**config.mk**
```make
export PLATFORM = sky130hd
export DESIGN_NAME = posit_field_adder
export DESIGN_NICKNAME = d
export VERILOG_FILES = /design/src/rtl/pfa_pkg.sv /design/src/rtl/pfa_order.sv /design/src/rtl/pfa_align_add.sv /design/src/rtl/pfa_normalize.sv /design/src/rtl/posit_field_adder.sv
export SDC_FILE = /design/constraint.sdc
export NUM_CORES = 1
export LEC_CHECK = 0
export ABC_AREA = 1
export BUFFER_PORTS_ARGS = -buffer_cell sky130_fd_sc_hd__clkbuf_2
export CORE_MARGIN = 2
export CORE_UTILIZATION = 40
export DETAILED_ROUTE_END_ITERATION = 8
export GPL_TIMING_DRIVEN = 0
export SETUP_SLACK_MARGIN = 0.3
export SLEW_MARGIN = 5
export SYNTH_ARGS = -nofsm -noshare
export SYNTH_HDL_FRONTEND = slang
export SYNTH_HIERARCHICAL = 1
export SYNTH_SLANG_ARGS = --single-unit
```
**constraint.sdc**
```tcl
create_clock -name clk -period 7.9 [get_ports clk]
set_input_delay 0 -clock clk [delete_from_list [all_inputs] [get_ports clk]]
set_output_delay 0 -clock clk [all_outputs]
set_load 0.05 [all_outputs]
```
**src/rtl/pfa_pkg.sv**
```systemverilog
package pfa_pkg;

   // Control bits that travel alongside the data through every stage.
   typedef struct packed {
      logic valid;
      logic inf;
   } pfa_ctl_t;

   // Aligned mantissa width: hidden bit + fraction + guard bits.
   function automatic int mant_width(int frac_w, int guard_w);
      return frac_w + guard_w + 1;
   endfunction

   // Result scale width: the input range grows by one for a carry and
   // shrinks by up to the sum width on cancellation.
   function automatic int res_scale_width(int scale_w, int mant_w);
      return scale_w + $clog2(mant_w + 2) + 1;
   endfunction

endpackage

```
**src/rtl/pfa_order.sv**
```systemverilog
// Stage 1: decide which operand has the larger magnitude and how far apart
// the two scales are, then register the ordered operands.
module pfa_order
   import pfa_pkg::*;
#(
   parameter int SCALE_W = 8,
   parameter int FRAC_W  = 8
) (
   input  logic                      clk,
   input  logic                      rst_n,
   input  logic                      start,
   input  logic                      sub,
   input  logic                      a_sign,
   input  logic signed [SCALE_W-1:0] a_scale,
   input  logic [FRAC_W-1:0]         a_frac,
   input  logic                      a_inf,
   input  logic                      a_zero,
   input  logic                      b_sign,
   input  logic signed [SCALE_W-1:0] b_scale,
   input  logic [FRAC_W-1:0]         b_frac,
   input  logic                      b_inf,
   input  logic                      b_zero,
   output pfa_ctl_t                  s1_ctl,
   output logic                      s1_sign,
   output logic                      s1_eff_sub,
   output logic signed [SCALE_W-1:0] s1_scale,
   output logic [FRAC_W:0]           s1_big_mant,
   output logic [FRAC_W:0]           s1_small_mant,
   output logic [SCALE_W:0]          s1_diff
);

   logic                      b_sign_eff;
   logic                      a_is_big;
   logic                      small_is_zero;
   logic [FRAC_W:0]           a_mant;
   logic [FRAC_W:0]           b_mant;
   logic signed [SCALE_W-1:0] big_scale;
   logic signed [SCALE_W-1:0] small_scale;
   logic signed [SCALE_W:0]   gap;

   always_comb begin
      b_sign_eff = b_sign ^ sub;
      a_mant     = a_zero ? '0 : {1'b1, a_frac};
      b_mant     = b_zero ? '0 : {1'b1, b_frac};

      // A zero operand always ranks as the smaller one.
      if (a_zero)
         a_is_big = 1'b0;
      else if (b_zero)
         a_is_big = 1'b1;
      else if (a_scale != b_scale)
         a_is_big = (a_scale > b_scale);
      else
         a_is_big = (a_frac >= b_frac);

      big_scale     = a_is_big ? a_scale : b_scale;
      small_scale   = a_is_big ? b_scale : a_scale;
      small_is_zero = a_is_big ? b_zero : a_zero;
      gap           = $signed({big_scale[SCALE_W-1], big_scale})
                    - $signed({small_scale[SCALE_W-1], small_scale});
   end

   always_ff @(posedge clk or negedge rst_n) begin
      if (!rst_n) begin
         s1_ctl        <= '0;
         s1_sign       <= 1'b0;
         s1_eff_sub    <= 1'b0;
         s1_scale      <= '0;
         s1_big_mant   <= '0;
         s1_small_mant <= '0;
         s1_diff       <= '0;
      end else begin
         s1_ctl.valid  <= start;
         s1_ctl.inf    <= a_inf | b_inf;
         s1_sign       <= a_is_big ? a_sign : b_sign_eff;
         s1_eff_sub    <= a_sign ^ b_sign_eff;
         s1_scale      <= big_scale;
         s1_big_mant   <= a_is_big ? a_mant : b_mant;
         s1_small_mant <= a_is_big ? b_mant : a_mant;
         s1_diff       <= (small_is_zero || gap[SCALE_W]) ? '0 : gap;
      end
   end

endmodule

```
**src/rtl/pfa_align_add.sv**
```systemverilog
// Stage 2: logarithmic right shifter with a sticky bit collected per level,
// followed by the unsigned mantissa add/subtract.
module pfa_align_add
   import pfa_pkg::*;
#(
   parameter int SCALE_W = 8,
   parameter int FRAC_W  = 8,
   parameter int GUARD_W = 4,
   localparam int MANT_W = mant_width(FRAC_W, GUARD_W)
) (
   input  logic                      clk,
   input  logic                      rst_n,
   input  pfa_ctl_t                  s1_ctl,
   input  logic                      s1_sign,
   input  logic                      s1_eff_sub,
   input  logic signed [SCALE_W-1:0] s1_scale,
   input  logic [FRAC_W:0]           s1_big_mant,
   input  logic [FRAC_W:0]           s1_small_mant,
   input  logic [SCALE_W:0]          s1_diff,
   output pfa_ctl_t                  s2_ctl,
   output logic                      s2_sign,
   output logic signed [SCALE_W-1:0] s2_scale,
   output logic [MANT_W:0]           s2_sum,
   output logic                      s2_trunc
);

   localparam int AW = $clog2(MANT_W + 1);

   logic [AW-1:0]   amt;
   logic [MANT_W-1:0] lvl [AW+1];
   logic [AW:0]     lost;
   logic [MANT_W:0] big_ext;
   logic [MANT_W:0] small_ext;
   logic [MANT_W:0] sum;

   // Any gap of MANT_W or more clears the whole mantissa.
   assign amt     = (s1_diff >= (SCALE_W+1)'(MANT_W)) ? AW'(MANT_W) : s1_diff[AW-1:0];
   assign lvl[0]  = {s1_small_mant, {GUARD_W{1'b0}}};
   assign lost[0] = 1'b0;

   for (genvar k = 0; k < AW; k++) begin : g_shift
      localparam int SH = 1 << k;
      localparam logic [MANT_W-1:0] OUT_MASK =
         (SH >= MANT_W) ? {MANT_W{1'b1}} : ({MANT_W{1'b1}} >> (MANT_W - SH));
      always_comb begin
         lvl[k+1]  = amt[k] ? (lvl[k] >> SH) : lvl[k];
         lost[k+1] = lost[k] | (amt[k] & (|(lvl[k] & OUT_MASK)));
      end
   end

   always_comb begin
      big_ext   = {1'b0, s1_big_mant, {GUARD_W{1'b0}}};
      small_ext = {1'b0, lvl[AW]};
      sum       = s1_eff_sub ? (big_ext - small_ext) : (big_ext + small_ext);
   end

   always_ff @(posedge clk or negedge rst_n) begin
      if (!rst_n) begin
         s2_ctl   <= '0;
         s2_sign  <= 1'b0;
         s2_scale <= '0;
         s2_sum   <= '0;
         s2_trunc <= 1'b0;
      end else begin
         s2_ctl   <= s1_ctl;
         s2_sign  <= s1_sign;
         s2_scale <= s1_scale;
         s2_sum   <= sum;
         s2_trunc <= lost[AW];
      end
   end

endmodule

```
**src/rtl/pfa_normalize.sv**
```systemverilog
// Stage 3: leading-one detection and left normalization. The result keeps
// the carry position, so no bit of the sum is dropped.
module pfa_normalize
   import pfa_pkg::*;
#(
   parameter int SCALE_W = 8,
   parameter int MANT_W  = 13,
   parameter int OSC_W   = 13
) (
   input  logic                      clk,
   input  logic                      rst_n,
   input  pfa_ctl_t                  s2_ctl,
   input  logic                      s2_sign,
   input  logic signed [SCALE_W-1:0] s2_scale,
   input  logic [MANT_W:0]           s2_sum,
   input  logic                      s2_trunc,
   output pfa_ctl_t                  s3_ctl,
   output logic                      s3_sign,
   output logic [OSC_W-1:0]          s3_scale,
   output logic [MANT_W-1:0]         s3_frac,
   output logic                      s3_zero,
   output logic                      s3_trunc
);

   localparam int LZW = $clog2(MANT_W + 2);

   function automatic logic [LZW-1:0] lead_zeros(logic [MANT_W:0] v);
      logic [LZW-1:0] cnt;
      logic           seen;
      cnt  = '0;
      seen = 1'b0;
      for (int i = MANT_W; i >= 0; i--) begin
         if (!seen) begin
            if (v[i]) seen = 1'b1;
            else      cnt  = cnt + 1'b1;
         end
      end
      return cnt;
   endfunction

   logic [LZW-1:0]   lz;
   logic [MANT_W:0]  norm;
   logic [OSC_W-1:0] scale_n;
   logic             is_zero;

   always_comb begin
      lz      = lead_zeros(s2_sum);
      norm    = s2_sum << lz;
      is_zero = ~norm[MANT_W];
      scale_n = {{(OSC_W-SCALE_W){s2_scale[SCALE_W-1]}}, s2_scale}
              + OSC_W'(1) - OSC_W'(lz);
   end

   always_ff @(posedge clk or negedge rst_n) begin
      if (!rst_n) begin
         s3_ctl   <= '0;
         s3_sign  <= 1'b0;
         s3_scale <= '0;
         s3_frac  <= '0;
         s3_zero  <= 1'b0;
         s3_trunc <= 1'b0;
      end else begin
         s3_ctl   <= s2_ctl;
         s3_zero  <= is_zero;
         s3_trunc <= s2_trunc & ~is_zero;
         s3_sign  <= is_zero ? 1'b0 : s2_sign;
         s3_scale <= is_zero ? '0 : scale_n;
         s3_frac  <= is_zero ? '0 : norm[MANT_W-1:0];
      end
   end

endmodule

```
**src/rtl/posit_field_adder.sv**
```systemverilog
// Four-stage adder on unpacked posit fields with an unrounded result.
module posit_field_adder
   import pfa_pkg::*;
#(
   parameter int SCALE_W  = 8,
   parameter int FRAC_W   = 8,
   parameter int GUARD_W  = 4,
   localparam int MANT_W  = mant_width(FRAC_W, GUARD_W),
   localparam int OSC_W   = res_scale_width(SCALE_W, MANT_W)
) (
   input  logic                      clk,
   input  logic                      rst_n,
   input  logic                      start,
   input  logic                      sub,
   input  logic                      a_sign,
   input  logic signed [SCALE_W-1:0] a_scale,
   input  logic [FRAC_W-1:0]         a_frac,
   input  logic                      a_inf,
   input  logic                      a_zero,
   input  logic                      b_sign,
   input  logic signed [SCALE_W-1:0] b_scale,
   input  logic [FRAC_W-1:0]         b_frac,
   input  logic                      b_inf,
   input  logic                      b_zero,
   output logic                      done,
   output logic                      res_sign,
   output logic [OSC_W-1:0]          res_scale,
   output logic [MANT_W-1:0]         res_frac,
   output logic                      res_inf,
   output logic                      res_zero,
   output logic                      res_trunc
);

   if (SCALE_W < 2) begin : g_bad_scale
      $error("posit_field_adder: SCALE_W must be at least 2");
   end
   if (FRAC_W < 1) begin : g_bad_frac
      $error("posit_field_adder: FRAC_W must be at least 1");
   end
   if (GUARD_W < 0) begin : g_bad_guard
      $error("posit_field_adder: GUARD_W must not be negative");
   end
   if (MANT_W >= (1 << SCALE_W)) begin : g_bad_span
      $error("posit_field_adder: scale difference cannot express the mantissa width");
   end

   pfa_ctl_t                  s1_ctl, s2_ctl, s3_ctl;
   logic                      s1_sign, s1_eff_sub;
   logic signed [SCALE_W-1:0] s1_scale;
   logic [FRAC_W:0]           s1_big_mant, s1_small_mant;
   logic [SCALE_W:0]          s1_diff;
   logic                      s2_sign, s2_trunc;
   logic signed [SCALE_W-1:0] s2_scale;
   logic [MANT_W:0]           s2_sum;
   logic                      s3_sign, s3_zero, s3_trunc;
   logic [OSC_W-1:0]          s3_scale;
   logic [MANT_W-1:0]         s3_frac;

   pfa_order #(.SCALE_W(SCALE_W), .FRAC_W(FRAC_W)) u_order (
      .clk(clk), .rst_n(rst_n), .start(start), .sub(sub),
      .a_sign(a_sign), .a_scale(a_scale), .a_frac(a_frac), .a_inf(a_inf), .a_zero(a_zero),
      .b_sign(b_sign), .b_scale(b_scale), .b_frac(b_frac), .b_inf(b_inf), .b_zero(b_zero),
      .s1_ctl(s1_ctl), .s1_sign(s1_sign), .s1_eff_sub(s1_eff_sub), .s1_scale(s1_scale),
      .s1_big_mant(s1_big_mant), .s1_small_mant(s1_small_mant), .s1_diff(s1_diff)
   );

   pfa_align_add #(.SCALE_W(SCALE_W), .FRAC_W(FRAC_W), .GUARD_W(GUARD_W)) u_align (
      .clk(clk), .rst_n(rst_n),
      .s1_ctl(s1_ctl), .s1_sign(s1_sign), .s1_eff_sub(s1_eff_sub), .s1_scale(s1_scale),
      .s1_big_mant(s1_big_mant), .s1_small_mant(s1_small_mant), .s1_diff(s1_diff),
      .s2_ctl(s2_ctl), .s2_sign(s2_sign), .s2_scale(s2_scale), .s2_sum(s2_sum),
      .s2_trunc(s2_trunc)
   );

   pfa_normalize #(.SCALE_W(SCALE_W), .MANT_W(MANT_W), .OSC_W(OSC_W)) u_norm (
      .clk(clk), .rst_n(rst_n),
      .s2_ctl(s2_ctl), .s2_sign(s2_sign), .s2_scale(s2_scale), .s2_sum(s2_sum),
      .s2_trunc(s2_trunc),
      .s3_ctl(s3_ctl), .s3_sign(s3_sign), .s3_scale(s3_scale), .s3_frac(s3_frac),
      .s3_zero(s3_zero), .s3_trunc(s3_trunc)
   );

   // Stage 4: an infinite operand overrides whatever the datapath produced.
   always_ff @(posedge clk or negedge rst_n) begin
      if (!rst_n) begin
         done      <= 1'b0;
         res_sign  <= 1'b0;
         res_scale <= '0;
         res_frac  <= '0;
         res_inf   <= 1'b0;
         res_zero  <= 1'b0;
         res_trunc <= 1'b0;
      end else begin
         done      <= s3_ctl.valid;
         res_inf   <= s3_ctl.inf;
         res_zero  <= s3_ctl.inf ? 1'b0 : s3_zero;
         res_trunc <= s3_ctl.inf ? 1'b0 : s3_trunc;
         res_sign  <= s3_ctl.inf ? 1'b0 : s3_sign;
         res_scale <= s3_ctl.inf ? '0   : s3_scale;
         res_frac  <= s3_ctl.inf ? '0   : s3_frac;
      end
   end

endmodule

```
After elaboration in Yosys (flattened, before gate mapping):

Cells that the tools add are included.

* word-level logic and storage cells: 143
* register bits after elaboration: 127
* input port bits: 42

* mux-type cells: 78
* add/sub/neg operators: 18
* shift operators: 1
* reductions and logical operators: 4
* order comparisons: 3
* eq/ne operators: 1
* bitwise operators: 10

Operator list (number)
* 4-bit 2-to-1 mux: 27
* 13-bit 2-to-1 mux: 8
* 4-bit by 1-bit adder with 4-bit output, second input constant: 12
* 9-bit 2-to-1 mux: 5
* 1-bit 2-to-1 mux: 35
* 8-bit 2-to-1 mux: 2
* 13-bit by 13-bit adder with 14-bit output: 1
* 14-bit 2-to-1 mux: 1
* 14-bit by 4-bit << shifter with 14-bit output: 1
* 13-bit by 13-bit subtractor with 14-bit output: 1
* 13-bit by 4-bit subtractor with 13-bit output: 1
* 8-bit by 2-bit adder with 9-bit output, second input constant: 1
* 9-bit by 4-bit greater-or-equal comparator with 1-bit output, second input constant: 1
* 8-bit by 8-bit subtractor with 9-bit output: 1
* 8-bit greater-or-equal comparator: 1
* 8-bit greater-than comparator: 1
* 8-bit inequality test: 1
* 8-bit OR reduction: 1
* 1-bit bitwise AND: 4
* 4-bit OR reduction: 1
* 1-bit bitwise OR: 3
* 1-bit by 1-bit adder with 2-bit output, second input constant: 1
* 2-bit OR reduction: 1
* 1-bit bitwise XOR: 2
* 2 further kinds: 2

Longest topological paths before layout:

* word-level depth: 42
* mapped depth: 56
* mapped depth without buffers: 56

Modules after synthesis:

The synthesis kept the hierarchy.

Modules (own cells, without submodules)
* pfa_normalize: cells an instance 460, seq. area each 700.7 um^2, times used 1, area each 3093.0 um^2
* pfa_align_add: cells an instance 367, seq. area each 650.6 um^2, times used 1, area each 2531.2 um^2
* pfa_order: cells an instance 289, seq. area each 975.9 um^2, times used 1, area each 2273.4 um^2
* posit_field_adder: cells an instance 92, seq. area each 775.7 um^2, times used 1, area each 1021.0 um^2

Worst setup path before layout:

Ideal clock, no wire load.

* path type: register to register
* start point: register u_align.s2_sum[12]
* end point: register u_norm.s3_scale[7]
* clock period less this slack: 8.264 ns
* path buffers: 0
* path slack: -0.364 ns
* arrival: 8.141 ns
* cell stages (with the launch flop): 56
* path through: dfrtp_1 > inv_1 > nor2_1 > ha_1 > inv_1 > a21oi_1 > ha_1 > a21oi_1 > o21ai_0 > nand2_1 > inv_1 > ha_1 > o21ai_0 > a21oi_1 > ha_1 > nand2_1 > nand2_1 > and2_1 > [20 not listed] > ha_1 > o21ai_0 > inv_1 > ha_1 > nand2_1 > o211ai_1 > nand2_2 > inv_2 > ha_1 > inv_1 > ha_1 > fa_1 > inv_1 > o31ai_1 > a21oi_1 > o21bai_1 > xor2_1 > nor2_4

* word-level cells in the longest chain between the ends: 40
* elaborated cells between the ends (all ways): 54

RTL lines
* start, declared: RTL line pfa_align_add.sv:23 `output logic [MANT_W:0] s2_sum,`
* start signal, assigned: RTL line pfa_align_add.sv:68 `s2_sum <= sum;`
* 4-bit 2-to-1 mux: RTL line pfa_normalize.sv:34 `if (v[i]) seen = 1'b1;`
* 4-bit 2-to-1 mux: RTL line pfa_normalize.sv:33 `if (!seen) begin`
* 4-bit by 1-bit adder with 4-bit output: RTL line pfa_normalize.sv:35 `else cnt = cnt + 1'b1;`
* 4-bit 2-to-1 mux: RTL line pfa_normalize.sv:34
* 4-bit 2-to-1 mux: RTL line pfa_normalize.sv:33
* 4-bit by 1-bit adder with 4-bit output: RTL line pfa_normalize.sv:35
* 4-bit 2-to-1 mux: RTL line pfa_normalize.sv:34
* 4-bit 2-to-1 mux: RTL line pfa_normalize.sv:33
* [24 not listed]
* 4-bit by 1-bit adder with 4-bit output: RTL line pfa_normalize.sv:35
* 4-bit 2-to-1 mux: RTL line pfa_normalize.sv:34
* 4-bit 2-to-1 mux: RTL line pfa_normalize.sv:33
* 4-bit by 1-bit adder with 4-bit output: RTL line pfa_normalize.sv:35
* 4-bit 2-to-1 mux: RTL line pfa_normalize.sv:34
* 4-bit 2-to-1 mux: RTL line pfa_normalize.sv:33
* 13-bit by 4-bit subtractor with 13-bit output / 14-bit by 4-bit << shifter with 14-bit output (equally long branches): RTL line pfa_normalize.sv:51, pfa_normalize.sv:48
* 13-bit 2-to-1 mux (*): RTL line pfa_normalize.sv:67 `s3_scale <= is_zero ? '0 : scale_n;`
* end signal, assigned: RTL line pfa_normalize.sv:67
* end, declared: RTL line pfa_normalize.sv:19 `output logic [OSC_W-1:0] s3_scale,`

Every way passes the cells marked *; elsewhere a longest branch is shown, timed or not.

Worst setup path in the final report:

Same ends and word-level chain as after synthesis.

==> flow_results.org <==
** Die
- Top-level port count :: 73
- Die outline width :: 153 um
- Full die area :: 23500 um^2
- The floorplan has 54 rows.
- The floorplan step set the die height to 153 um.
- After floorplanning, the core was sized to cover approximately 22000 um^2.
- Starting density of the core :: 0.409

** Power and ir drop
- VDD sags by at most 0.146 mV.
- For this design the ratio of total power to cell area is about 340 nW/um^2.
- Summed over all cells, the static leakage comes to about 0.0062 uW.

** Critical path
- Worst setup EP type :: register
- Max stage delay cell, worst path :: sky130_fd_sc_hd__dfrtp_2
- The worst register-to-register path has a depth of 55.
- In this run the worst path has a maximum fanout of 2.
- Most frequent cell on the critical path :: sky130_fd_sc_hd__ha_4
- Endpoint of the lowest-slack register-to-register path :: u_norm/s3_scale[7]
- STA classifies the critical path startpoint as a register.
- Slowest cell delay on critical path :: ~0.45 ns
- Critical setup path kind :: reg2reg
- At the worst endpoint, the arrival time is between 7 and 8 ns.
- Slack of the worst reg-to-reg path :: 0.27 ns
- Required time at the worst-slack endpoint :: about 8.2 ns
- The worst register-to-register path begins at u_align/s2_sum[12].

** Synthesis
- After synthesis, the mean cell area works out to 7.38 um^2.
- Adder and majority cell fraction of the synthesized area :: 0.0887
- Fraction of the mapped netlist area in simple logic gates :: 0.353
- XOR/XNOR share of the synthesized area :: 0.0206
- Compound-Gate Fraction of Synth Area :: 0.0790
- Post-synth EDFFs :: 0
- For this run, the leading register cell type out of synthesis is sky130_fd_sc_hd__dfrtp_1.
- Counting every instance in the synthesized netlist gives 1208.
- Synthesis inferred 124 register bits.
- Async set or reset register ratio after synthesis :: 1.00
- For this run, the number of Yosys warnings is 6.
- After synthesis, the share of cell area in mux cells is 0.
- Combinational family with the most area after synthesis :: simple AND/OR/NAND/NOR gates
- Part of the Yosys area used for sequential elements :: 0.348
- Post-Synthesis Net Count :: 1312
- Netlist area before placement :: 8920 um^2
- Count of unique library cells instantiated by Yosys :: 47

** Run
- MaxCap Viol Count :: 0

** Detailed routing
- Via count :: between 8000 and 9000
- Post-detailed-route wirelength per cell :: 12.2 um
- Post-route DRC :: 0
- First-pass iteration count of the detailed router :: 5
- Detailed-route wire length :: 20.6 mm
- Remaining number of nets flagged by the antenna check after routing :: 0
- Vias per cell :: 4.76
- The detailed router finished its first iteration with 409 violations.

** Run status
- The flow ran to the end, and the final reports show no timing, DRC or antenna violations.

** Worst hold path
- Instance count along the most critical hold path :: 3
- The worst hold path belongs to the class in2reg.
- The path with the worst hold slack has its endpoint at u_order/s1_scale[1].
- In this run the most critical hold path is launched from a_scale[1].

** CTS
- TritonCTS Buffers :: 17
- After clock tree synthesis, the clock-pin slew on the worst setup and hold paths is 0.06 ns.
- The clock net in this run drives a total of 124 sinks.
- The tree is rooted in a sky130_fd_sc_hd__clkbuf_16.
- H-tree lvl count :: 4
- Counting along the longest clock path gives a buffer depth of 2.
- TritonCTS clock tree :: built
- At the later pin of the worst-skew pair, clock insertion delay measures 0.42 ns.

** Timing
- Worst hold slack :: 0.0800 ns
- Static timing analysis puts the maximum clock frequency at 131 MHz.
- Of the available clock period, the critical path in the final layout requires 0.966.
- Worst rel slew slack :: 0.619
- Across the routed clock network, the largest skew measured is approximately 0.0085 ns.
- Min Clock Period, post-route :: 7.63 ns
- The number of slew-limit violations in the final report is 0.
- The final number of hold-violating endpoints is 0.
- Worst-Margin Slew :: 0.565 ns
- Setup violations remaining at the end of the flow were counted as 0.
- Setup repair after global routing could not meet its margin everywhere.

** Final layout
- Final Net Count :: about 1500
- From synthesis to final layout, the design area changed by 27.6%.
- With fillers left out, the area of the finished cells amounts to 11400 um^2.
- The repair_antennas step left the layout with diodes totalling 0.
- Counting the fill cells in the layout gives approximately 2100.
- Ratio of cells with drive above 1 in the final layout :: 0.235

** GRT
- For this run, the total global-route usage over all layers was measured as 0.178.
- The number of global-route vias before repair is 7638.
- Global-route wire length before repair :: 34.8 mm
- Entering global routing, the biggest net connects 66 pins.
- Sum of overflow across all layers after global routing :: 0
- Initial antenna violation count :: 0

** Place
- In this run the cell area measured after placement is around 10000 um^2.
- Routability-driven placement finished with a final weighted congestion of 0.861.
- Detailed placement ended at an HPWL of 15.4 mm.
- Port bufs :: roughly 70
## sequential cells by signal (all words and copies together), names as in the netlist, 2 cells and up
register / flops
u_order/s1_big_mant: 9
u_align/s2_ctl: 2
u_order/s1_ctl: 2
u_order/s1_small_mant: 9
res_frac: 13
u_order/s1_scale: 8
u_norm/s3_ctl: 2
u_align/s2_sum: 14
res_scale: 13
u_align/s2_scale: 8
u_norm/s3_scale: 10
u_norm/s3_frac: 13
u_order/s1_diff: 9
## where the power goes
part | internal (uW) | total [uW] | switching (uW)
Sequential | 778 | 859 | 80.6
Clock | 444 | 728 | 284
Combinational | 946 | 2330 | 1390
## layout make-up
cell class	count	area, um^2	area share
Multi-Input combinational cell	850	5160	0.454
Sequential cell	124	3110	0.273
Timing Repair Buffer	162	1200	0.106
Inverter	205	785	0.0690
Clock buffer	20	447	0.0393
Tap cell	280	350	0.0308
Buffer	29	210	0.0185
Clock inverter	12	115	0.0101
## worst max-delay path by stage
stage | startpoint | endpoint | depth (start not counted)
floorplan | u_align/s2_sum[12] | u_norm/s3_scale[7] | 55
global placement | u_align/s2_sum[12] | u_norm/s3_scale[7] | 55
detailed placement | u_align/s2_sum[12] | u_norm/s3_scale[7] | 55
CTS | u_align/s2_sum[12] | u_norm/s3_scale[7] | 55
global route | u_align/s2_sum[12] | u_norm/s3_scale[7] | 55
finish | u_align/s2_sum[12] | u_norm/s3_scale[7] | 55
## cells in the mapped netlist, types with 7 or more instances
cell / number / area (um^2)
sky130_fd_sc_hd__nand2_1: 312 / 1170
sky130_fd_sc_hd__inv_1: 188 / 706
sky130_fd_sc_hd__dfrtp_1: 124 / 3100
sky130_fd_sc_hd__nor2_1: 105 / 394
sky130_fd_sc_hd__nand3_1: 92 / 460
sky130_fd_sc_hd__ha_1: 60 / 751
sky130_fd_sc_hd__o21ai_0: 52 / 260
sky130_fd_sc_hd__a21oi_1: 40 / 200
sky130_fd_sc_hd__nand2_2: 31 / 194
sky130_fd_sc_hd__nand3_2: 25 / 250
sky130_fd_sc_hd__nand4_1: 24 / 150
sky130_fd_sc_hd__xor2_1: 17 / 149
sky130_fd_sc_hd__nor2_4: 14 / 158
sky130_fd_sc_hd__inv_2: 12 / 45.0
sky130_fd_sc_hd__nor3_1: 11 / 55.1
sky130_fd_sc_hd__buf_2: 8 / 40.0
sky130_fd_sc_hd__buf_4: 7 / 52.6
sky130_fd_sc_hd__clkbuf_1: 7 / 26.3
## stage by stage
step,utilization,setup TNS (ns),total power [uW],std cells,setup slack (ns)
floorplan,-,0,2400,1208,0.146
finish,0.521,0,3920,1682,0.272
global route,0.521,-0.383,4280,1682,-0.134
detailed placement,0.448,-0.970,2780,1560,-0.375
CTS,0.509,0,3710,1673,0.100
global placement,0.447,-0.549,2760,1559,-0.280
## what timing repair did
| action | CTS | global route |
|---|---|---|
| hold buffers | 51 | 0 |
| endpoints found under the hold margin | 97 | 0 |
| endpoints found under the setup margin | 8 | 26 |
| pin swaps | 31 | 33 |
| buffers inserted | 30 | 9 |
| resized for setup | 10 | 33 |
## layer usage
metal	GRT usage	part of all wire	vias to the layer above
li1	-	-	4178
met1	0.233	0.46	3642
met2	0.305	0.49	157
met3	0.0295	0.039	35
met4	0.0494	0.017	0
met5	0	0	-
## cells in the final DEF, fill, tap and decap left out, types with 6 or more instances in the layout
cell	Yosys	routed
sky130_fd_sc_hd__inv_1	188	178
sky130_fd_sc_hd__o21ai_0	52	47
sky130_fd_sc_hd__nand3_1	92	90
sky130_fd_sc_hd__nand4_1	24	24
sky130_fd_sc_hd__clkbuf_2	0	70
sky130_fd_sc_hd__a21oi_2	4	7
sky130_fd_sc_hd__o21ai_1	3	6
sky130_fd_sc_hd__nor2_4	14	14
sky130_fd_sc_hd__ha_4	0	11
sky130_fd_sc_hd__xor2_1	17	15
sky130_fd_sc_hd__a21oi_1	40	36
sky130_fd_sc_hd__buf_2	8	8
sky130_fd_sc_hd__clkbuf_16	0	17
sky130_fd_sc_hd__nor2_1	105	100
sky130_fd_sc_hd__nand2_4	6	10
sky130_fd_sc_hd__nand3_4	4	6
sky130_fd_sc_hd__nor2_2	5	10
sky130_fd_sc_hd__nand2_2	31	34
sky130_fd_sc_hd__inv_2	12	19
sky130_fd_sc_hd__ha_1	60	49
sky130_fd_sc_hd__dlygate4sd3_1	0	51
sky130_fd_sc_hd__dfrtp_1	124	122
sky130_fd_sc_hd__nand3_2	25	25
sky130_fd_sc_hd__nor3_1	11	10
sky130_fd_sc_hd__buf_4	7	44
sky130_fd_sc_hd__buf_6	5	7
sky130_fd_sc_hd__nand2_1	312	305
sky130_fd_sc_hd__clkbuf_1	7	9
sky130_fd_sc_hd__inv_4	3	6
## critical path: cells and delay by family, from the launching register on
kind	cells	cell delay [ns]
compound gates	13	1.37
xor+xnor	1	0.25
fa+ha+maj	15	3.73
buf+inv	10	0.60
flops	1	0.45
simple gates	16	1.07
## kinds of logic after synthesis
logic type	after synthesis
buf+inv	234
flops	124
compound gates	124
fa+ha+maj	62
xor+xnor	21
other cells	1
simple gates	642
Note: power is estimated with default switching activity, not from simulation.
